--- config.mk ---
export PLATFORM = sky130hd
export DESIGN_NAME = otc_dma
export DESIGN_NICKNAME = d
export VERILOG_FILES = /design/src/rtl/otc_pkg.sv /design/src/rtl/otc_regs.sv /design/src/rtl/otc_fsm.sv /design/src/rtl/otc_dma.sv
export SDC_FILE = /design/constraint.sdc
export NUM_CORES = 1
export LEC_CHECK = 0
export ABC_AREA = 1
export BUFFER_PORTS_ARGS = -buffer_cell sky130_fd_sc_hd__buf_2
export CAP_MARGIN = 10
export CORE_MARGIN = 2
export CORE_UTILIZATION = 35
export DETAILED_ROUTE_END_ITERATION = 10
export PLACE_DENSITY = 0.6
export SLEW_MARGIN = 20
export SYNTH_ARGS = -nofsm -noshare
export SYNTH_HDL_FRONTEND = slang
export SYNTH_SLANG_ARGS = --single-unit
--- constraint.sdc ---
create_clock -name clk -period 5.5 [get_ports clk]
set_clock_uncertainty 0.2 [all_clocks]
set_input_delay 1.65 -clock clk [delete_from_list [all_inputs] [get_ports clk]]
set_output_delay 1.65 -clock clk [all_outputs]
set_load 0.01 [all_outputs]
--- src/rtl/otc_pkg.sv ---
package otc_pkg;
    typedef enum logic [1:0] {
        ST_IDLE,
        ST_LAUNCH,
        ST_RUN,
        ST_FINISH
    } otc_state_t;

    localparam logic [31:0] OTC_GO_CODE   = 32'h1100_0002;
    localparam logic [31:0] OTC_DONE_MASK = 32'h1100_0000;
    localparam logic [23:0] OTC_END_MARK  = 24'hFF_FFFF;

    localparam logic [1:0] SEL_START = 2'd0;
    localparam logic [1:0] SEL_COUNT = 2'd1;
    localparam logic [1:0] SEL_CTRL  = 2'd2;
endpackage

--- src/rtl/otc_regs.sv ---
module otc_regs
    import otc_pkg::*;
#(
    parameter int ADDR_W = 24,
    parameter int CNT_W  = 16
) (
    input  logic              clk,
    input  logic              rst_n,
    input  logic              reg_we,
    input  logic [1:0]        reg_sel,
    input  logic [31:0]       reg_wdata,
    input  logic              accept,
    input  logic              clr_done,
    output logic [ADDR_W-1:0] start_addr,
    output logic [CNT_W-1:0]  entry_cnt,
    output logic [31:0]       ctrl,
    output logic              launch
);
    logic wr_ok;

    assign wr_ok  = reg_we && accept;
    assign launch = wr_ok && (reg_sel == SEL_CTRL);

    always_ff @(posedge clk or negedge rst_n) begin
        if (!rst_n) begin
            start_addr <= '0;
            entry_cnt  <= '0;
            ctrl       <= '0;
        end else begin
            if (wr_ok && reg_sel == SEL_START)
                start_addr <= {reg_wdata[ADDR_W-1:2], 2'b00};
            if (wr_ok && reg_sel == SEL_COUNT)
                entry_cnt <= reg_wdata[CNT_W-1:0];
            if (launch)
                ctrl <= reg_wdata;
            else if (clr_done)
                ctrl <= ctrl & ~OTC_DONE_MASK;
        end
    end
endmodule

--- src/rtl/otc_fsm.sv ---
module otc_fsm
    import otc_pkg::*;
#(
    parameter int                ADDR_W   = 24,
    parameter int                CNT_W    = 16,
    parameter logic [ADDR_W-1:0] MEM_BASE = '0
) (
    input  logic              clk,
    input  logic              rst_n,
    input  logic              launch,
    input  logic [31:0]       ctrl,
    input  logic [ADDR_W-1:0] start_addr,
    input  logic [CNT_W-1:0]  entry_cnt,
    input  logic              mem_ready,
    output logic              accept,
    output logic              clr_done,
    output logic              busy,
    output logic              irq,
    output logic              mem_we,
    output logic [ADDR_W-1:0] mem_addr,
    output logic [31:0]       mem_wdata
);
    localparam logic [ADDR_W:0]   FLOOR = {1'b0, MEM_BASE} + (ADDR_W+1)'(4);
    localparam logic [ADDR_W-1:0] STEP  = ADDR_W'(4);

    otc_state_t        state, state_nx;
    logic [ADDR_W-1:0] cur_addr;
    logic [CNT_W-1:0]  remain;
    logic              last_entry;
    logic              go_ok;
    logic [31:0]       addr_wide;
    logic [31:0]       link_wide;

    assign last_entry = (remain == CNT_W'(1)) || ({1'b0, cur_addr} <= FLOOR);
    assign go_ok      = (ctrl == OTC_GO_CODE) && (entry_cnt != '0) && (start_addr > MEM_BASE);
    assign addr_wide  = 32'(cur_addr);
    assign link_wide  = addr_wide - 32'd4;

    // State register
    always_ff @(posedge clk or negedge rst_n) begin
        if (!rst_n) state <= ST_IDLE;
        else        state <= state_nx;
    end

    // Next-state decode
    always_comb begin
        state_nx = state;
        unique case (state)
            ST_IDLE:   if (launch) state_nx = ST_LAUNCH;
            ST_LAUNCH: state_nx = go_ok ? ST_RUN : ST_FINISH;
            ST_RUN:    if (mem_ready && last_entry) state_nx = ST_FINISH;
            ST_FINISH: state_nx = ST_IDLE;
            default:   state_nx = ST_IDLE;
        endcase
    end

    // Walk pointer and remaining count
    always_ff @(posedge clk or negedge rst_n) begin
        if (!rst_n) begin
            cur_addr <= '0;
            remain   <= '0;
        end else if (state == ST_LAUNCH) begin
            cur_addr <= start_addr;
            remain   <= entry_cnt;
        end else if (state == ST_RUN && mem_ready) begin
            cur_addr <= cur_addr - STEP;
            remain   <= remain - CNT_W'(1);
        end
    end

    // Outputs by state
    always_comb begin
        accept    = 1'b0;
        clr_done  = 1'b0;
        busy      = 1'b1;
        irq       = 1'b0;
        mem_we    = 1'b0;
        mem_addr  = cur_addr;
        mem_wdata = last_entry ? {8'h00, OTC_END_MARK} : {8'h00, link_wide[23:0]};
        unique case (state)
            ST_IDLE: begin
                accept = 1'b1;
                busy   = 1'b0;
            end
            ST_LAUNCH: ;
            ST_RUN:    mem_we = 1'b1;
            ST_FINISH: begin
                irq      = 1'b1;
                clr_done = 1'b1;
            end
            default: ;
        endcase
    end
endmodule

--- src/rtl/otc_dma.sv ---
module otc_dma
    import otc_pkg::*;
#(
    parameter int                ADDR_W   = 24,
    parameter int                CNT_W    = 16,
    parameter logic [ADDR_W-1:0] MEM_BASE = '0
) (
    input  logic              clk,
    input  logic              rst_n,
    input  logic              reg_we,
    input  logic [1:0]        reg_sel,
    input  logic [31:0]       reg_wdata,
    output logic [31:0]       ctrl_q,
    output logic              busy,
    output logic              irq,
    output logic              mem_we,
    output logic [ADDR_W-1:0] mem_addr,
    output logic [31:0]       mem_wdata,
    input  logic              mem_ready
);
    logic [ADDR_W-1:0] start_addr;
    logic [CNT_W-1:0]  entry_cnt;
    logic              accept;
    logic              clr_done;
    logic              launch;

    otc_regs #(.ADDR_W(ADDR_W), .CNT_W(CNT_W)) u_regs (
        .clk       (clk),
        .rst_n     (rst_n),
        .reg_we    (reg_we),
        .reg_sel   (reg_sel),
        .reg_wdata (reg_wdata),
        .accept    (accept),
        .clr_done  (clr_done),
        .start_addr(start_addr),
        .entry_cnt (entry_cnt),
        .ctrl      (ctrl_q),
        .launch    (launch)
    );

    otc_fsm #(.ADDR_W(ADDR_W), .CNT_W(CNT_W), .MEM_BASE(MEM_BASE)) u_fsm (
        .clk       (clk),
        .rst_n     (rst_n),
        .launch    (launch),
        .ctrl      (ctrl_q),
        .start_addr(start_addr),
        .entry_cnt (entry_cnt),
        .mem_ready (mem_ready),
        .accept    (accept),
        .clr_done  (clr_done),
        .busy      (busy),
        .irq       (irq),
        .mem_we    (mem_we),
        .mem_addr  (mem_addr),
        .mem_wdata (mem_wdata)
    );
endmodule

# Word level (Yosys, flattened, before mapping)
# Cells that the tools add are included.
# Widths: inputs -> output; s select.
# classes
n_addsub	3
n_lt_le_gt_ge	2
eq_ne	9
muxes	15
n_reduce_logical	15
# op_table
cell	n
$mux 24	3
$sub 24x3->24 const B	2
$eq 32x29->1 const B	1
$mux 16	2
$mux 32	1
$mux 29	1
$gt 24x1->1 const B	1
$le 24x3->1 const B	1
$eq 16x1->1 const B	1
$reduce_bool 16->1	1
$sub 16x1->16 const B	1
$logic_and 1x1->1	8
$pmux 2 s4	1
$eq 2x2->1 const B	3
$mux 1	5
$eq 2x1->1 const B	2
$logic_not 2->1	2
$mux 2	2
$reduce_bool 2->1	2
$ne 2x1->1 const B	1
$ne 2x2->1 const B	1
$reduce_and 2->1	1
$logic_or 1x1->1	1
# totals
reg_bits	112
output_inout_bits	91
elab_cells	51

# Depth between registers and ports, before layout
# depth
word_depth	6
mapped_depth	13
ltp_nobuf	13

# Modules after synthesis
# A second synthesis with hierarchy kept.
# unflattened
hier_cells	739
area_unflattened_um2	5890.6
# by_module_without_submodules
mod	n_inst	cells_each	area_each_um2	seq_area_each_um2
otc_fsm	1	469	3210.6	1051.0
otc_regs	1	270	2680.1	1751.7

# Worst setup path after synthesis
# OpenSTA, ideal clock, no wires.
# synth_path
kind	register to output
start	register u_fsm.cur_addr[2] (netlist: u_fsm.mem_addr[2])
end	output mem_wdata[18]
arrival_ns	1.535
setup_slack_ns	2.115
stages_incl_launch_ff	12
n_path_buf	1
cell_sequence	dfrtp_1 inv_1 ha_1 inv_1 nand2_1 nand2_1 nor2_1 nand3_2 nand2_4 inv_2 buf_6 nand2_1
# synth_via
elab_chain_len	3
# synth_rtl
element	line_no	rtl
start: declaration	otc_fsm.sv:27	logic [ADDR_W-1:0] cur_addr;
start signal: assignment	otc_fsm.sv:63	cur_addr <= start_addr;
start signal: assignment	otc_fsm.sv:66	cur_addr <= cur_addr - STEP;
$le 24x3->1	otc_fsm.sv:34	assign last_entry = (remain == CNT_W'(1)) || ({1'b0, cur_addr} <= FLOOR);
$logic_or 1x1->1	otc_fsm.sv:34	
$mux 24 (*)	otc_fsm.sv:79	mem_wdata = last_entry ? {8'h00, OTC_END_MARK} : {8'h00, link_wide[23:0]};
end: declaration	otc_dma.sv:18	output logic [31:0] mem_wdata,
# Mark *: on every way between the ends. The rest lies on a longest branch, timed or not.

# Worst setup path after layout
# layout_path
start	register u_fsm.cur_addr[2] (netlist: u_fsm.mem_addr[2])
end	output mem_wdata[20]
# Same word-level chain as after synthesis.

==> flow_summary.toml <==
[drt]
drt-vias-per-instance = 4.75
drt_iter0_drc = 390
drt-pass1-iter-count = 5
via_count = 5087
totalWireLength_um = 16200
drc_errors = 0
antenna_left = 0
routedWlPerCell_um = 15.2

[global_route]
antenna_found_initial = 0
gr-total-overflow = 0
first_global_vias = 4921
grtUsageTotal_pct = 18.8
grt_pass1_wl_um = 26500
grt_max_degree = 70

[sta]
setup_violations = 0
rsz0062_at_grt = "no"
slew_headroom_pct = 39.5
min_period_ns = 4.05
tns_ns = 0
max_freq_mhz = 247
slew_viol_final = 0
fin_crit_sh_pct = 73.6
worst_pin_slew_ns = 0.907
hold_violations = 0

[critical_path]
crit_type = "register to output port"
required_ns = 3.65
rr_startpoint = "u_fsm.state[1]"
reg2reg_slack_ns = 2.38
cp-endpoint = "mem_wdata[20]"
reg2reg_to = "u_fsm.mem_addr[16]"
end_kind = "output port"
worst_setup_path_start_kind = "register"
startpoint = "u_fsm.mem_addr[2]"
cp.arrival_ns = 2.20
r2r.worst_path.cells = 8
crit_fanout = 16

[yosys]
async_flop_share_pct = 100
yosysTopAreaCellShare_pct = 47.1
avgSynthCellArea_um2 = 7.93
ys_top_cells_by_count = "nand2_1 (200), dfrtp_1 (110), inv_1 (83)"
synthTopCellsByArea = "dfrtp_1 (47%), nand2_1 (13%), o21ai_0 (5.6%)"
synth_cells = 737
ys_types = 37
netlist.top_cell.by_area = "dfrtp_1"
synth-seq-cells = 110
synth-seq-area-share_pct = 47.1
yosys_warnings = 0
synth.most_common_cell = "nand2_1"
synth-edff-count = 0
netlist_area_um2 = 5840
synthFlopType = "dfrtp_1"

[power_and_ir_drop]
p_leak_nw = 3.62
p_int_w = 0.00228
p_clk_share_pct = 15.6
p_per_area_nw_per_um2 = 615
p_switching_w = 0.00196
power_frac_seq_pct = 36.0
power_w = 0.00424
power_frac_comb_pct = 48.4
switching_share_pct = 46.2
vdd_drop_max_v = 0.000232

[floorplanning]
dieArea_um2 = 17700
fp.dieW_um = 133
core_um2 = 16500
row_count = 47
start_util_pct = 35.5
ios = 129
die_y_um = 133

[layout]
area_delta_synth_final_pct = 18.1
finalNetCount = 892
drive_gt1_share_pct = 22.6
ff_latch_area_um2 = 2750
nFillCells = 1738
multi_input_area_um2 = 2580
insertedDiodeCount = 0
final_cells = 1070

[cts]
cts_buffers = 9
h-tree-depth = 3
post-cts-setup-buffers = 0
worstSkewPairLatency_ns = 0.36
clockBufferDepth = 2
cts_hold_buf = 0
cts_root_buffer = "clkbuf_16"
cts_tree = "done"
clock-sinks = 110
clk_pin_slew_worst_paths_ns = 0.07
cts_resized = 0

[min_path]
hold_start = "u_regs.start_addr[6]"
hold_depth = 2
worst_hold_path_type = "register to register"

[place]
post-place-cells = 1054
gp_congestion = 0.862
hpwl_um = 11800
port_buffers = 118

[outcome]
status = "finished, final reports clean"

[flow_run]
max_cap_violations = 0
-- layout by cell type (no fill, tap or decap), types with 2 or more instances in the layout --
master and n:
nand2_1 200, o21ai_1 4, a21oi_1 3, o221ai_1 13
o21bai_1 9, clkbuf_16 9, nand4_1 6, o21ai_0 65
inv_1 83, inv_2 13, nand2_2 11, ha_1 9
buf_4 5, nor2_1 63, nor3_1 4, nand3_2 6
a22o_1 2, clkinv_8 2, inv_6 2, conb_1 10
nor2_2 13, nor2_4 4, buf_2 117, xor2_1 22
or2_1 5, nand3_1 30, o22ai_1 6, or2_2 3
o211ai_1 10, dfrtp_1 110
-- worst max-delay path: stages, from the launching register on --
cell     delay (ns)
dfrtp_1        0.44
inv_1          0.11
ha_1           0.25
inv_1          0.11
nand2_1        0.10
nand2_1        0.07
nor2_1         0.05
nand3_2        0.07
nand2_4        0.10
inv_2          0.26
nand3_1        0.13
buf_2          0.16
-- how the worst min path moves through the flow --
stage,to
6_report,u_regs.start_addr[6]
5_1_grt,u_regs.entry_cnt[6]
4_1_cts,u_regs.entry_cnt[6]
3_5_place_dp,u_regs.entry_cnt[6]
3_3_place_gp,u_regs.entry_cnt[6]
2_1_floorplan,u_regs.entry_cnt[0]
-- registers in the layout, indices dropped and copies added (netlist names) --
register,count
u_fsm.mem_addr,22
u_regs.start_addr,22
u_regs.entry_cnt,16
u_regs.ctrl,32
u_fsm.remain,16
u_fsm.state,2
-- through the flow --
step                      instance area, um2  utilization (%)  hold WS, ns  setup WS (ns)
after floorplan                         5880                -        0.253           2.12
after global placement                  6590             40.0        0.267           1.89
after detailed placement                6590             40.0        0.273           1.87
after CTS                               6890             41.9        0.293           1.46
after global routing                    6900             41.9        0.312           1.31
final                                   6900             41.9        0.288           1.45
-- power by group through the flow --
stage	Sequential, W	Clock [W]	Combinational [W]
5_1_grt	0.00159	0.000706	0.00233
6_report	0.00153	0.000661	0.00205
2_1_floorplan	0.00154	0	0.00132
4_1_cts	0.00152	0.000680	0.00206
3_5_place_dp	0.00153	0	0.00205
3_3_place_gp	0.00153	0	0.00203
-- kinds of logic (layout without fill, tap and decap cells) --
| family | after synthesis | count (layout) | share of synthesized area (%) |
|---|---|---|---|
| simple gates | 348 | 348 | 26.1 |
| buf+inv | 130 | 234 | 9.30 |
| compound gates | 116 | 116 | 12.0 |
| flops | 110 | 110 | 47.1 |
| xor+xnor | 23 | 23 | 3.45 |
| fa+ha+maj | 9 | 9 | 1.93 |
| other cells | 1 | 10 | 0.0642 |
-- final cells by class --
type                            instances  area share, %
Multi-Input combinational cell        506           37.5
Tap cell                              220           3.99
Inverter                               96           5.22
Clock inverter                          7           1.12
Sequential cell                       110           39.9
Clock buffer                            9           3.26
Timing Repair Buffer                  122           9.03
-- routing by layer --
layer	up-vias	wire [um]	global-route usage (%)	share of wire, %
met4	0	138	3.61	0.85
li1	2530	-	-	-
met5	-	0	0	0
met3	12	1010	4.53	6.2
met2	164	6970	28.4	43
met1	2381	8130	27.8	50
No activity file was read; power rests on OpenSTA's default activity.
